--- src/rtl/drv_cmd_pkg.sv ---
package drv_cmd_pkg;
   localparam int MAX_DRV = 4;

   localparam logic [4:0] OP_SPECIFY = 5'h03;
   localparam logic [4:0] OP_SENSE   = 5'h04;
   localparam logic [4:0] OP_RECAL   = 5'h07;
   localparam logic [4:0] OP_READID  = 5'h0A;
   localparam logic [4:0] OP_FORMAT  = 5'h0D;
   localparam logic [4:0] OP_SEEK    = 5'h0F;

   typedef enum logic [1:0] {
      CC_NORMAL  = 2'b00,
      CC_ABORT   = 2'b01,
      CC_BADCMD  = 2'b10,
      CC_RDYCHG  = 2'b11
   } cc_e;

   function automatic logic [7:0] pack_st0(input cc_e cc, input logic se,
                                           input logic nr, input logic hd,
                                           input logic [1:0] un);
      return {cc, se, 1'b0, nr, hd, un};
   endfunction

   function automatic logic op_known(input logic [4:0] op);
      return (op == OP_SPECIFY) || (op == OP_SENSE) || (op == OP_RECAL) ||
             (op == OP_READID) || (op == OP_FORMAT) || (op == OP_SEEK);
   endfunction
endpackage

--- src/rtl/drv_cyl_bank.sv ---
module drv_cyl_bank
   import drv_cmd_pkg::*;
#(
   parameter int NUM_DRV = 4,
   parameter int CYL_W   = 8
)(
   input  logic             clk,
   input  logic             rst_n,
   input  logic             wr_en,
   input  logic [1:0]       sel,
   input  logic [CYL_W-1:0] wr_cyl,
   output logic [CYL_W-1:0] rd_cyl,
   output logic             rd_t0
);
   logic [CYL_W-1:0] cyl_a [MAX_DRV];
   logic             t0_a  [MAX_DRV];

   for (genvar g = 0; g < MAX_DRV; g++) begin : g_drv
      if (g < NUM_DRV) begin : g_real
         always_ff @(posedge clk or negedge rst_n) begin
            if (!rst_n) begin
               cyl_a[g] <= '0;
               t0_a[g]  <= 1'b1;
            end else if (wr_en && sel == g[1:0]) begin
               cyl_a[g] <= wr_cyl;
               t0_a[g]  <= (wr_cyl == '0);
            end
         end
      end else begin : g_absent
         assign cyl_a[g] = '0;
         assign t0_a[g]  = 1'b1;
      end
   end

   assign rd_cyl = cyl_a[sel];
   assign rd_t0  = t0_a[sel];
endmodule

--- src/rtl/drv_cmd_eval.sv ---
module drv_cmd_eval
   import drv_cmd_pkg::*;
#(
   parameter int CYL_W = 8
)(
   input  logic [4:0]       op,
   input  logic [1:0]       unit,
   input  logic             head,
   input  logic [CYL_W-1:0] target,
   input  logic             rdy,
   input  logic             wp,
   input  logic             ts,
   input  logic [CYL_W-1:0] limit,
   input  logic [CYL_W-1:0] cur_cyl,
   input  logic             cur_t0,
   output logic [7:0]       st0_n,
   output logic [7:0]       st3_n,
   output logic             wr_en,
   output logic [CYL_W-1:0] wr_cyl,
   output logic [CYL_W-1:0] nxt_cyl,
   output logic             id_ok
);
   cc_e  cc;
   logic se, nr, nxt_t0;

   always_comb begin
      cc     = CC_NORMAL;
      se     = 1'b0;
      nr     = 1'b0;
      wr_en  = 1'b0;
      wr_cyl = target;
      id_ok  = 1'b0;
      case (op)
         OP_SEEK: begin
            if (!rdy) begin
               cc = CC_ABORT; nr = 1'b1;
            end else if (target >= limit) begin
               cc = CC_ABORT; se = 1'b1;
            end else begin
               se = 1'b1; wr_en = 1'b1;
            end
         end
         OP_RECAL: begin
            if (!rdy) begin
               cc = CC_ABORT; nr = 1'b1;
            end else begin
               se = 1'b1; wr_en = 1'b1; wr_cyl = '0;
            end
         end
         OP_READID: begin
            if (!rdy) begin
               cc = CC_RDYCHG; nr = 1'b1;
            end else begin
               id_ok = 1'b1;
            end
         end
         OP_FORMAT: begin
            if (!rdy) begin
               cc = CC_ABORT; nr = 1'b1;
            end else if (wp) begin
               cc = CC_ABORT;
            end
         end
         OP_SENSE, OP_SPECIFY: cc = CC_NORMAL;
         default: cc = CC_BADCMD;
      endcase
      nxt_cyl = wr_en ? wr_cyl : cur_cyl;
      nxt_t0  = wr_en ? (wr_cyl == '0) : cur_t0;
      st0_n   = pack_st0(cc, se, nr, head, unit);
      st3_n   = {1'b0, wp, rdy, nxt_t0, ts, head, unit};
   end
endmodule

--- src/rtl/drv_cmd_status.sv ---
module drv_cmd_status
   import drv_cmd_pkg::*;
#(
   parameter int NUM_DRV = 4,
   parameter int CYL_W   = 8,
   parameter int SIZE_W  = 3
)(
   input  logic                     clk,
   input  logic                     rst_n,
   input  logic                     cmd_valid,
   input  logic [4:0]               cmd_op,
   input  logic [1:0]               cmd_unit,
   input  logic                     cmd_head,
   input  logic [CYL_W-1:0]         cmd_cyl,
   input  logic [SIZE_W-1:0]        cur_size,
   input  logic [NUM_DRV-1:0]       drv_ready,
   input  logic [NUM_DRV-1:0]       drv_wprot,
   input  logic [NUM_DRV-1:0]       drv_twoside,
   input  logic [NUM_DRV*CYL_W-1:0] drv_maxcyl,
   output logic                     done,
   output logic [7:0]               st0,
   output logic [7:0]               st1,
   output logic [7:0]               st2,
   output logic [7:0]               st3,
   output logic [CYL_W-1:0]         res_cyl,
   output logic [7:0]               res_sector,
   output logic [SIZE_W-1:0]        res_size
);
   if (NUM_DRV < 1 || NUM_DRV > MAX_DRV) begin : g_bad_drv
      $error("NUM_DRV must be 1..4");
   end
   if (CYL_W < 1 || CYL_W > 16) begin : g_bad_cyl
      $error("CYL_W must be 1..16");
   end
   if (SIZE_W < 1 || SIZE_W > 8) begin : g_bad_size
      $error("SIZE_W must be 1..8");
   end

   logic             rdy_a [MAX_DRV];
   logic             wp_a  [MAX_DRV];
   logic             ts_a  [MAX_DRV];
   logic [CYL_W-1:0] max_a [MAX_DRV];

   for (genvar g = 0; g < MAX_DRV; g++) begin : g_flags
      if (g < NUM_DRV) begin : g_real
         assign rdy_a[g] = drv_ready[g];
         assign wp_a[g]  = drv_wprot[g];
         assign ts_a[g]  = drv_twoside[g];
         assign max_a[g] = drv_maxcyl[g*CYL_W +: CYL_W];
      end else begin : g_absent
         assign rdy_a[g] = 1'b0;
         assign wp_a[g]  = 1'b0;
         assign ts_a[g]  = 1'b0;
         assign max_a[g] = '0;
      end
   end

   logic [CYL_W-1:0] cur_cyl, wr_cyl, nxt_cyl;
   logic             cur_t0, wr_en, id_ok;
   logic [7:0]       st0_n, st3_n;

   drv_cyl_bank #(.NUM_DRV(NUM_DRV), .CYL_W(CYL_W)) u_bank (
      .clk(clk), .rst_n(rst_n), .wr_en(wr_en & cmd_valid), .sel(cmd_unit),
      .wr_cyl(wr_cyl), .rd_cyl(cur_cyl), .rd_t0(cur_t0)
   );

   drv_cmd_eval #(.CYL_W(CYL_W)) u_eval (
      .op(cmd_op), .unit(cmd_unit), .head(cmd_head), .target(cmd_cyl),
      .rdy(rdy_a[cmd_unit]), .wp(wp_a[cmd_unit]), .ts(ts_a[cmd_unit]),
      .limit(max_a[cmd_unit]), .cur_cyl(cur_cyl), .cur_t0(cur_t0),
      .st0_n(st0_n), .st3_n(st3_n), .wr_en(wr_en), .wr_cyl(wr_cyl),
      .nxt_cyl(nxt_cyl), .id_ok(id_ok)
   );

   always_ff @(posedge clk or negedge rst_n) begin
      if (!rst_n) begin
         done       <= 1'b0;
         st0        <= '0;
         st3        <= '0;
         res_cyl    <= '0;
         res_sector <= '0;
         res_size   <= '0;
      end else begin
         done <= cmd_valid;
         if (cmd_valid) begin
            st0        <= st0_n;
            st3        <= st3_n;
            res_cyl    <= nxt_cyl;
            res_sector <= id_ok ? 8'd1 : 8'd0;
            res_size   <= id_ok ? cur_size : '0;
         end
      end
   end

   assign st1 = 8'h00;
   assign st2 = 8'h00;

   AST_DONE_AFTER_CMD: assert property (@(posedge clk) disable iff (!rst_n)
      cmd_valid |=> done);
   AST_DONE_ONLY_CMD: assert property (@(posedge clk) disable iff (!rst_n)
      !cmd_valid |=> !done);
   AST_SEL_ECHO: assert property (@(posedge clk) disable iff (!rst_n)
      cmd_valid |=> st0[2:0] == {$past(cmd_head), $past(cmd_unit)});
   AST_NOT_READY_ABORT: assert property (@(posedge clk) disable iff (!rst_n)
      cmd_valid && (cmd_op == OP_SEEK || cmd_op == OP_RECAL) && !rdy_a[cmd_unit]
      |=> st0[7:6] == 2'b01 && st0[3] && res_cyl == $past(cur_cyl));
   AST_RECAL_HOME: assert property (@(posedge clk) disable iff (!rst_n)
      cmd_valid && cmd_op == OP_RECAL && rdy_a[cmd_unit]
      |=> res_cyl == '0 && st3[4] && st0[5]);
   AST_BOUND_KEEP: assert property (@(posedge clk) disable iff (!rst_n)
      cmd_valid && cmd_op == OP_SEEK && rdy_a[cmd_unit] && cmd_cyl >= max_a[cmd_unit]
      |=> st0[7:6] == 2'b01 && res_cyl == $past(cur_cyl));
   AST_BAD_OPCODE: assert property (@(posedge clk) disable iff (!rst_n)
      cmd_valid && !op_known(cmd_op)
      |=> st0[7:6] == 2'b10 && res_cyl == $past(cur_cyl));
endmodule

--- config.mk ---
export PLATFORM = sky130hd
export DESIGN_NAME = drv_cmd_status
export DESIGN_NICKNAME = d
export VERILOG_FILES = /design/src/rtl/drv_cmd_pkg.sv /design/src/rtl/drv_cyl_bank.sv /design/src/rtl/drv_cmd_eval.sv /design/src/rtl/drv_cmd_status.sv
export SDC_FILE = /design/constraint.sdc
export NUM_CORES = 1
export LEC_CHECK = 0
export ABC_AREA = 1
export BUFFER_PORTS_ARGS = -buffer_cell sky130_fd_sc_hd__buf_4
export CORE_MARGIN = 2
export CORE_UTILIZATION = 45
export DETAILED_ROUTE_END_ITERATION = 10
export PLACE_DENSITY_LB_ADDON = 0.12
export RECOVER_POWER = 100
export SLEW_MARGIN = 20
export SYNTH_ARGS = -nofsm -noshare
export SYNTH_HDL_FRONTEND = slang
export SYNTH_HIERARCHICAL = 1
export SYNTH_SLANG_ARGS = --single-unit
--- constraint.sdc ---
create_clock -name clk -period 1.4 [get_ports clk]
set_input_delay 0.07 -clock clk [delete_from_list [all_inputs] [get_ports clk]]
set_output_delay 0.07 -clock clk [all_outputs]
set_load 0.1 [all_outputs]
==> impl_metrics.sql, run 1 <==
INSERT INTO impl_metrics (metric_group, metric, value, unit) VALUES
('layout', 'finalInstanceArea', '6290', 'um2'),
('power_and_ir_drop', 'finalPower', '5.86', 'mW'),
('floorplan', 'die_h', '102', 'um'),
('floorplan', 'initial_cell_density_of_the_core', '46.4', '%'),
('outcome', 'outcome', 'complete, but fails checks', ''),
('worst_setup_path', 'critPathMaxFanout', '6', ''),
('clock_network', 'tritoncts_num_sinks', '65', ''),
('layout', 'drive_gt1_share', '39.4', '%'),
('timing', 'worst_hold_slack', '0.170', 'ns'),
('routing', 'met1_wire_length', '5320', 'um'),
('worst_setup_path', 'required', '1.63', 'ns'),
('routing', 'wl_met2', '6490', 'um'),
('global_route', 'antenna_found_initial', '0', ''),
('logic_synthesis', 'yosysTopAreaCell', 'sky130_fd_sc_hd__dfrtp_1', ''),
('floorplan', 'ioPinCount', '118', ''),
('global_route', 'grt_start_max_net_pins', '66', ''),
('worst_setup_path', 'critical_path.max_stage_delay', '0.21', 'ns'),
('routing', 'drc', '0', ''),
('placement', 'routabilityCongestion', '0.805', ''),
('global_route', 'grt-ovfl-total', '0', ''),
('timing', 'final_worst_path_period_share', '125', '%'),
('power_and_ir_drop', 'leakage', '3.30', 'nW'),
('placement', 'place.port_buffers', '94', ''),
('timing', 'timing.final.crit_period', '1.74', 'ns'),
('timing', 'max-slew-margin-rel', '40.7', '%'),
('logic_synthesis', 'synth.ff_latch_count', '65', ''),
('timing', 'setup-violations-final', '46', ''),
('worst_setup_path', 'crit_slowest_cell', 'sky130_fd_sc_hd__ha_4', ''),
('routing', 'drt-vias-per-instance', '4.86', ''),
('worst_setup_path', 'setup_crit_start_kind', 'input port', ''),
('worst_setup_path', 'crit_chain', 'buf_16 -> buf_8 -> nand2_1 -> nand3_1 -> nand2_1 -> inv_2 -> ha_4 -> nand2_1 -> nand2_1 -> nor2_4 -> nand3_4 -> nand2_4 -> nand2_4 -> inv_8 -> inv_4 -> nor2_4 -> buf_6 -> clkinv_8 -> nand2_4 -> o21ai_2', ''),
('logic_synthesis', 'synth_seq_area_share', '38.1', '%'),
('power_and_ir_drop', 'p_per_area', '932', 'nW/um2'),
('job', 'maxCapViolCount', '0', ''),
('logic_synthesis', 'syn_avg_cell_area', '7.09', 'um2'),
('routing', 'first_iter_violations', '244', ''),
('worst_setup_path', 'worstSetupPathType', 'in -> reg', ''),
('clock_network', 'cts_tree', 'done', ''),
('worst_setup_path', 'critical_path.most_common_cell', 'sky130_fd_sc_hd__nand2_1', ''),
('timing', 'timing.final.hold_violations', '0', ''),
('global_route', 'number_of_global_route_vias_before_repair', '4139', ''),
('timing', 'timing_max_transition_violations_final', '0', ''),
('placement', 'place_hpwl', '7870', 'um'),
('routing', 'wl_per_cell', '14.2', 'um'),
('floorplan', 'die_w', '102', 'um'),
('logic_synthesis', 'synth.cell_area', '4290', 'um2'),
('clock_network', 'clock_tree.buffer_depth', '2', ''),
('routing', 'drt_pass1_iterations', '5', ''),
('worst_setup_path', 'critPathArrivalTime', '1.97', 'ns'),
('clock_network', 'cts_inserted_buffers', '9', ''),
('timing', 'rsz0062_at_grt', 'true', ''),
('layout', 'post-route-util', '68.0', '%'),
('timing', 'tightestPinTransition', '0.889', 'ns'),
('routing', 'detailroute.via_count', '4351', ''),
('logic_synthesis', 'synth_edf_count', '0', ''),
('clock_network', 'cts_htree_levels', '3', ''),
('global_route', 'grt.total_usage', '24.5', '%'),
('logic_synthesis', 'yosysTopAreaCellShare', '35.6', '%'),
('placement', 'cell_area_after_placement', '5290', 'um2'),
('power_and_ir_drop', 'ir_worst_vdd', '0.536', 'mV'),
('logic_synthesis', 'cell_with_the_most_instances_after_synthesis', 'sky130_fd_sc_hd__nand2_1', ''),
('outcome', 'violations', 'negative setup slack', ''),
('timing', 'fmaxAchievable', '573', 'MHz'),
('logic_synthesis', 'ys_types', '30', ''),
('logic_synthesis', 'postSynth.asyncResetShare', '100', '%'),
('floorplan', 'number_of_cell_rows', '35', ''),
('floorplan', 'core_box_area', '9240', 'um2'),
('timing', 'finalClockSkew', '0.00900', 'ns'),
('clock_network', 'cts_root_buffer', 'sky130_fd_sc_hd__clkbuf_8', ''),
('timing', 'worst_slack', '-0.344', 'ns'),
('layout', 'final_net_count', '835', '');
## stage by stage
stage               std cells  TNS, ns  setup WS, ns
finish                    895   -11.59        -0.344
global route              895   -14.72        -0.399
CTS                       890    -5.53        -0.171
detailed placement        842   -30.52        -0.767
global placement          842   -29.11        -0.720
floorplan                 628   -16.45        -0.525
## report_power, final
group	internal, mW	switching (mW)	leakage [nW]	total (mW)
logic	0.571	1.36	2.33	1.93
clock network	1.09	0.718	0.115	1.81
registers	2.02	0.0954	0.857	2.12
total	3.68	2.17	3.30	5.86
## per-layer routing
metal | GRT usage (%) | up-vias
met4 | 7.90 | 0
met2 | 42.2 | 149
met3 | 4.90 | 25
met5 | 0 | -
met1 | 30.8 | 2068
li1 | - | 2109
## cell usage in the layout (no fill, tap or decap), types with 3 or more instances in the layout
| master | netlist | final |
|---|---|---|
| sky130_fd_sc_hd__buf_16 | 0 | 4 |
| sky130_fd_sc_hd__clkbuf_2 | 0 | 29 |
| sky130_fd_sc_hd__nand2_4 | 3 | 12 |
| sky130_fd_sc_hd__ha_4 | 0 | 4 |
| sky130_fd_sc_hd__nor2_2 | 3 | 5 |
| sky130_fd_sc_hd__conb_1 | 2 | 25 |
| sky130_fd_sc_hd__buf_4 | 43 | 106 |
| sky130_fd_sc_hd__buf_6 | 7 | 6 |
| sky130_fd_sc_hd__nand3_2 | 2 | 15 |
| sky130_fd_sc_hd__o21ai_0 | 38 | 24 |
| sky130_fd_sc_hd__inv_8 | 0 | 3 |
| sky130_fd_sc_hd__nor2_1 | 23 | 19 |
| sky130_fd_sc_hd__o21ai_2 | 24 | 27 |
| sky130_fd_sc_hd__buf_8 | 0 | 5 |
| sky130_fd_sc_hd__nand2_1 | 200 | 167 |
| sky130_fd_sc_hd__dfstp_2 | 4 | 4 |
| sky130_fd_sc_hd__o21ai_1 | 2 | 13 |
| sky130_fd_sc_hd__nand2_8 | 0 | 10 |
| sky130_fd_sc_hd__ha_1 | 8 | 3 |
| sky130_fd_sc_hd__dlygate4sd3_1 | 0 | 6 |
| sky130_fd_sc_hd__inv_2 | 6 | 8 |
| sky130_fd_sc_hd__nor2_4 | 3 | 5 |
| sky130_fd_sc_hd__inv_1 | 109 | 102 |
| sky130_fd_sc_hd__nand2_2 | 3 | 25 |
| sky130_fd_sc_hd__buf_12 | 0 | 5 |
| sky130_fd_sc_hd__clkbuf_8 | 0 | 11 |
| sky130_fd_sc_hd__nand4_1 | 11 | 11 |
| sky130_fd_sc_hd__nand3_1 | 37 | 22 |
| sky130_fd_sc_hd__dfrtp_1 | 61 | 61 |
## sequential cells by signal, indices dropped and copies added (netlist names)
register and count:
u_bank/t0_a 4, done 1, st3 8, u_bank/cyl_a 32
res_size 3, res_cyl 8, st0 8, res_sector 1
## cell families after synthesis
| logic type | Yosys count | synth area share, % |
|---|---|---|
| and+or+nand+nor | 287 | 28.6 |
| buffers and inverters | 172 | 20.2 |
| AOI/OAI and AO/OA | 71 | 10.6 |
| DFF | 65 | 38.1 |
| adders and majority gates | 8 | 2.34 |
| other | 2 | 0.175 |
## repair_timing
item / 4_1_cts / 5_1_grt
pin swaps: 12 / 17
cloned: 13 / 2
setup buffers: 14 / 8
hold buffers: 6 / 0
endpoints found under the setup margin: 45 / 46
hold endpoints to repair: 67 / 0
resized for setup: 84 / 39
## cell type report
| class | instances | area [um2] | share of cell area (%) |
|---|---|---|---|
| clock buffer | 11 | 151 | 2.41 |
| clock inverter | 5 | 77.6 | 1.23 |
| inverter | 117 | 487 | 7.74 |
| multi-input combinational | 399 | 2370 | 37.7 |
| sequential | 65 | 1630 | 26.0 |
| tap | 129 | 161 | 2.57 |
| timing repair buffer | 165 | 1380 | 21.9 |
| timing repair inverter | 4 | 35.0 | 0.557 |
## final timing paths
path                       slack, ns               end  cells past startpoint           start
max                            -0.34   u_bank/cyl_a[4]                     20     cmd_unit[0]
min                             0.17            st3[3]                      7  drv_twoside[0]
max reg2reg                     0.26            st3[4]                      6  u_bank/t0_a[0]
min reg2reg                     0.47    u_bank/t0_a[1]                      2  u_bank/t0_a[1]
max in group asynchronous       0.31  u_bank/cyl_a[24]                      3           rst_n
min in group asynchronous       0.51            st3[5]                      3           rst_n
## critical path: cells and delay by family
family | cells | cell delay, ns
AND/OR/NAND/NOR | 11 | 0.98
AO/OA/AOI/OAI | 1 | 0.06
buffers and inverters | 7 | 0.66
adder cells (fa/ha/maj) | 1 | 0.21
Note: power is estimated with default switching activity, not from simulation.
==> run 2, diff against run 1 <==
--- a/config.mk
+++ b/config.mk
@@ -6,13 +6,11 @@
 export NUM_CORES = 1
 export LEC_CHECK = 0
 export ABC_AREA = 1
-export BUFFER_PORTS_ARGS = -buffer_cell sky130_fd_sc_hd__buf_4
-export CORE_MARGIN = 2
 export CORE_UTILIZATION = 45
 export DETAILED_ROUTE_END_ITERATION = 10
+export DONT_BUFFER_PORTS = 1
 export PLACE_DENSITY_LB_ADDON = 0.12
 export RECOVER_POWER = 100
-export SLEW_MARGIN = 20
 export SYNTH_ARGS = -nofsm -noshare
 export SYNTH_HDL_FRONTEND = slang
 export SYNTH_HIERARCHICAL = 1
==> run 2 against run 1 <==
  * The run ends with negative hold slack, negative setup slack left
  * Clock skew is 0.0022 ns lower
  * Cell count decreased by 11%
  * Clock power is 20% lower
  * Sequential power hardly changed
  * Core utilization is 12 points lower
  * First-iteration DRC count fell by 34%
  * Critical path depth fell by 1
  * Fmax increased by 9.2%
  * Via count down 12%
  * Design area is 17% lower
==> impl_metrics.sql, run 2 (same netlist as run 1, synthesis figures left out) <==
INSERT INTO impl_metrics (metric_group, metric, value, unit) VALUES
('floorplan', 'number_of_cell_rows', '35', ''),
('power_and_ir_drop', 'total_switching_power', '2.00', 'mW'),
('layout', 'multiInputGateArea', '2210', 'um2'),
('worst_setup_path', 'register_to_register_setup_slack', '0.31', 'ns'),
('routing', 'route.antenna.remaining_nets', '0', ''),
('layout', 'drive_gt1_share', '29.3', '%'),
('global_route', 'antenna_found_initial', '0', ''),
('timing', 'setup-violations-final', '37', ''),
('power_and_ir_drop', 'part_of_the_power_in_the_clock_network', '28.1', '%'),
('power_and_ir_drop', 'ir_worst_vdd', '0.708', 'mV'),
('worst_setup_path', 'crit_slowest_cell', 'sky130_fd_sc_hd__nor2_2', ''),
('layout', 'commonest_cells_after_routing_fill_and_taps_aside', '170 x sky130_fd_sc_hd__nand2_1, 99 x sky130_fd_sc_hd__inv_1, 61 x sky130_fd_sc_hd__dfrtp_1', ''),
('clock_network', 'cts_root_buffer', 'sky130_fd_sc_hd__clkbuf_8', ''),
('worst_setup_path', 'worst-r2r-cell-count', '6', ''),
('power_and_ir_drop', 'finalPower', '5.13', 'mW'),
('routing', 'detailroute.via_count', '3828', ''),
('clock_network', 'clk_pin_slew_worst_paths', '0.07', 'ns'),
('worst_setup_path', 'critPathMaxFanout', '29', ''),
('worst_setup_path', 'critical_path.endpoint', 'u_bank/cyl_a[0]', ''),
('clock_network', 'cts_inserted_buffers', '9', ''),
('timing', 'worst_hold_slack', '-0.582', 'ns'),
('timing', 'max-slew-margin-rel', '62.7', '%'),
('placement', 'routabilityCongestion', '0.777', ''),
('worst_setup_path', 'critPathCaptureType', 'register', ''),
('worst_setup_path', 'setup_crit_start_kind', 'input port', ''),
('global_route', 'grt.total_usage', '22.1', '%'),
('worst_hold_path', 'worstHoldPathType', 'in -> async', ''),
('routing', 'drt-vias-per-instance', '4.80', ''),
('worst_setup_path', 'critical_path.max_stage_delay', '0.17', 'ns'),
('timing', 'timing.final.hold_violations', '65', ''),
('global_route', 'grt_first_pass_wirelength', '17200', 'um'),
('worst_setup_path', 'critPathArrivalTime', '1.86', 'ns'),
('worst_setup_path', 'critPathLaunch', 'cmd_unit[0]', ''),
('timing', 'tightestPinTransition', '0.562', 'ns'),
('power_and_ir_drop', 'power.switching_fraction', '38.9', '%'),
('layout', 'area.sequential', '1630', 'um2'),
('layout', 'largest_reg_flops', '32', ''),
('routing', 'route.final.wire_length', '10500', 'um'),
('layout', 'antenna_cells_inserted', '0', ''),
('worst_setup_path', 'worstReg2RegEnd', 'st3[4]', ''),
('layout', 'mostFrequentLayoutCell', 'sky130_fd_sc_hd__nand2_1', ''),
('floorplan', 'die_h', '99.6', 'um'),
('timing', 'fmaxAchievable', '626', 'MHz'),
('layout', 'top_register', 'u_bank/cyl_a', ''),
('floorplan', 'die_area', '9920', 'um2'),
('timing', 'finalClockSkew', '0.00680', 'ns'),
('clock_network', 'clock_tree.buffer_depth', '2', ''),
('clock_network', 'cts_htree_levels', '3', ''),
('power_and_ir_drop', 'p_seq_share', '41.2', '%'),
('global_route', 'grt_start_max_net_pins', '66', ''),
('worst_setup_path', 'required', '1.67', 'ns'),
('layout', 'final_net_count', '737', ''),
('timing', 'rsz0062_at_grt', 'true', ''),
('floorplan', 'die_w', '99.6', 'um'),
('clock_network', 'tritoncts_num_sinks', '65', ''),
('global_route', 'grt-ovfl-total', '0', ''),
('routing', 'first_iter_violations', '160', ''),
('routing', 'drc', '0', ''),
('placement', 'place.port_buffers', '0', ''),
('routing', 'drt_pass1_iterations', '5', ''),
('layout', 'num-fill-cells', '909', ''),
('clock_network', 'cts_tree', 'done', ''),
('worst_setup_path', 'worstSetupPathType', 'in -> reg', ''),
('power_and_ir_drop', 'p_per_area', '982', 'nW/um2'),
('placement', 'cell_area_after_placement', '4550', 'um2'),
('floorplan', 'initial_cell_density_of_the_core', '46.4', '%'),
('layout', 'layout-area-overhead-vs-synth', '21.9', '%'),
('timing', 'timing_max_transition_violations_final', '0', ''),
('routing', 'wl_per_cell', '13.1', 'um'),
('floorplan', 'core_box_area', '9240', 'um2'),
('placement', 'place_hpwl', '6820', 'um'),
('timing', 'worst_slack', '-0.196', 'ns'),
('clock_network', 'worstSkewPairLatency', '0.34', 'ns'),
('power_and_ir_drop', 'combPwrFrac', '30.8', '%'),
('clock_network', 'cts.hold.buffers_added', '8', ''),
('layout', 'finalInstanceArea', '5220', 'um2'),
('global_route', 'number_of_global_route_vias_before_repair', '3699', ''),
('outcome', 'outcome', 'complete, but fails checks', ''),
('power_and_ir_drop', 'leakage', '2.75', 'nW'),
('floorplan', 'ioPinCount', '118', ''),
('timing', 'final_worst_path_period_share', '114', '%'),
('timing', 'timing.final.crit_period', '1.60', 'ns'),
('power_and_ir_drop', 'power.internal', '3.13', 'mW'),
('worst_setup_path', 'crit_chain', 'inv_6 -> buf_4 -> nand2_1 -> nand3_1 -> nand2_1 -> inv_2 -> ha_4 -> a21oi_2 -> nor2_2 -> nor2_2 -> nand3_4 -> nand2_4 -> nand2_4 -> inv_8 -> inv_4 -> nor2_4 -> clkinvlp_4 -> buf_6 -> o21ai_2', ''),
('outcome', 'violations', 'negative hold slack, negative setup slack', ''),
('worst_setup_path', 'critical_path.reg2reg.startpoint', 'u_bank/t0_a[1]', ''),
('job', 'maxCapViolCount', '0', '');
run 2: cell type report:
| cell class | instances | share of cell area, % |
|---|---|---|
| timing repair buffer | 74 | 9.89 |
| sequential | 65 | 31.2 |
| inverter | 117 | 9.60 |
| clock inverter | 5 | 0.575 |
| timing repair inverter | 2 | 0.311 |
| clock buffer | 11 | 2.90 |
| multi-input combinational | 394 | 42.4 |
| tap | 129 | 3.09 |
run 2: layer usage:
layer | vias up | part of all wire (%) | global-route usage (%)
li1 | 1912 | - | -
met1 | 1791 | 45 | 28.3
met2 | 111 | 50 | 38.2
met3 | 14 | 4.7 | 4.50
met4 | 0 | 1.2 | 5.32
met5 | - | 0 | 0
run 2: power by group through the flow:
stage / registers (mW) / logic, mW / clock network (mW)
2_1_floorplan: 2.59 / 0.849 / 0
3_3_place_gp: 2.13 / 1.42 / 0
3_5_place_dp: 2.13 / 1.44 / 0
4_1_cts: 2.10 / 1.55 / 1.48
5_1_grt: 2.13 / 1.69 / 1.57
6_report: 2.11 / 1.58 / 1.44
run 2: worst min path at each step:
| stage | to | from | depth (start not counted) |
|---|---|---|---|
| 2_1_floorplan | done | rst_n | 0 |
| 3_3_place_gp | st0[3] | rst_n | 0 |
| 3_5_place_dp | st0[3] | rst_n | 0 |
| 4_1_cts | st0[3] | rst_n | 0 |
| 5_1_grt | st0[2] | rst_n | 0 |
| 6_report | st0[3] | rst_n | 0 |
run 2: repair_timing:
item	4_1_cts	5_1_grt
gates cloned	4	1
resized for setup	36	48
endpoints found under the setup margin	36	46
pin swaps	10	15
setup buffers	15	4
endpoints found under the hold margin	94	65
run 2: metrics by stage:
step	util, %	setup slack, ns	hold WS (ns)	cells	setup TNS [ns]
2_1_floorplan	-	-0.525	-0.226	628	-16.45
3_3_place_gp	49.3	-0.484	-0.224	751	-17.47
3_5_place_dp	49.3	-0.587	-0.224	751	-20.81
4_1_cts	55.2	-0.142	-0.594	794	-1.32
5_1_grt	56.5	-0.305	-0.606	797	-8.93
6_report	56.5	-0.196	-0.582	797	-4.34
run 2: worst max-delay path, delay by kind of cell:
| family | cells | cell delay, ns |
|---|---|---|
| and+or+nand+nor | 9 | 0.80 |
| AOI/OAI and AO/OA | 2 | 0.27 |
| buffers and inverters | 7 | 0.56 |
| adders and majority gates | 1 | 0.15 |
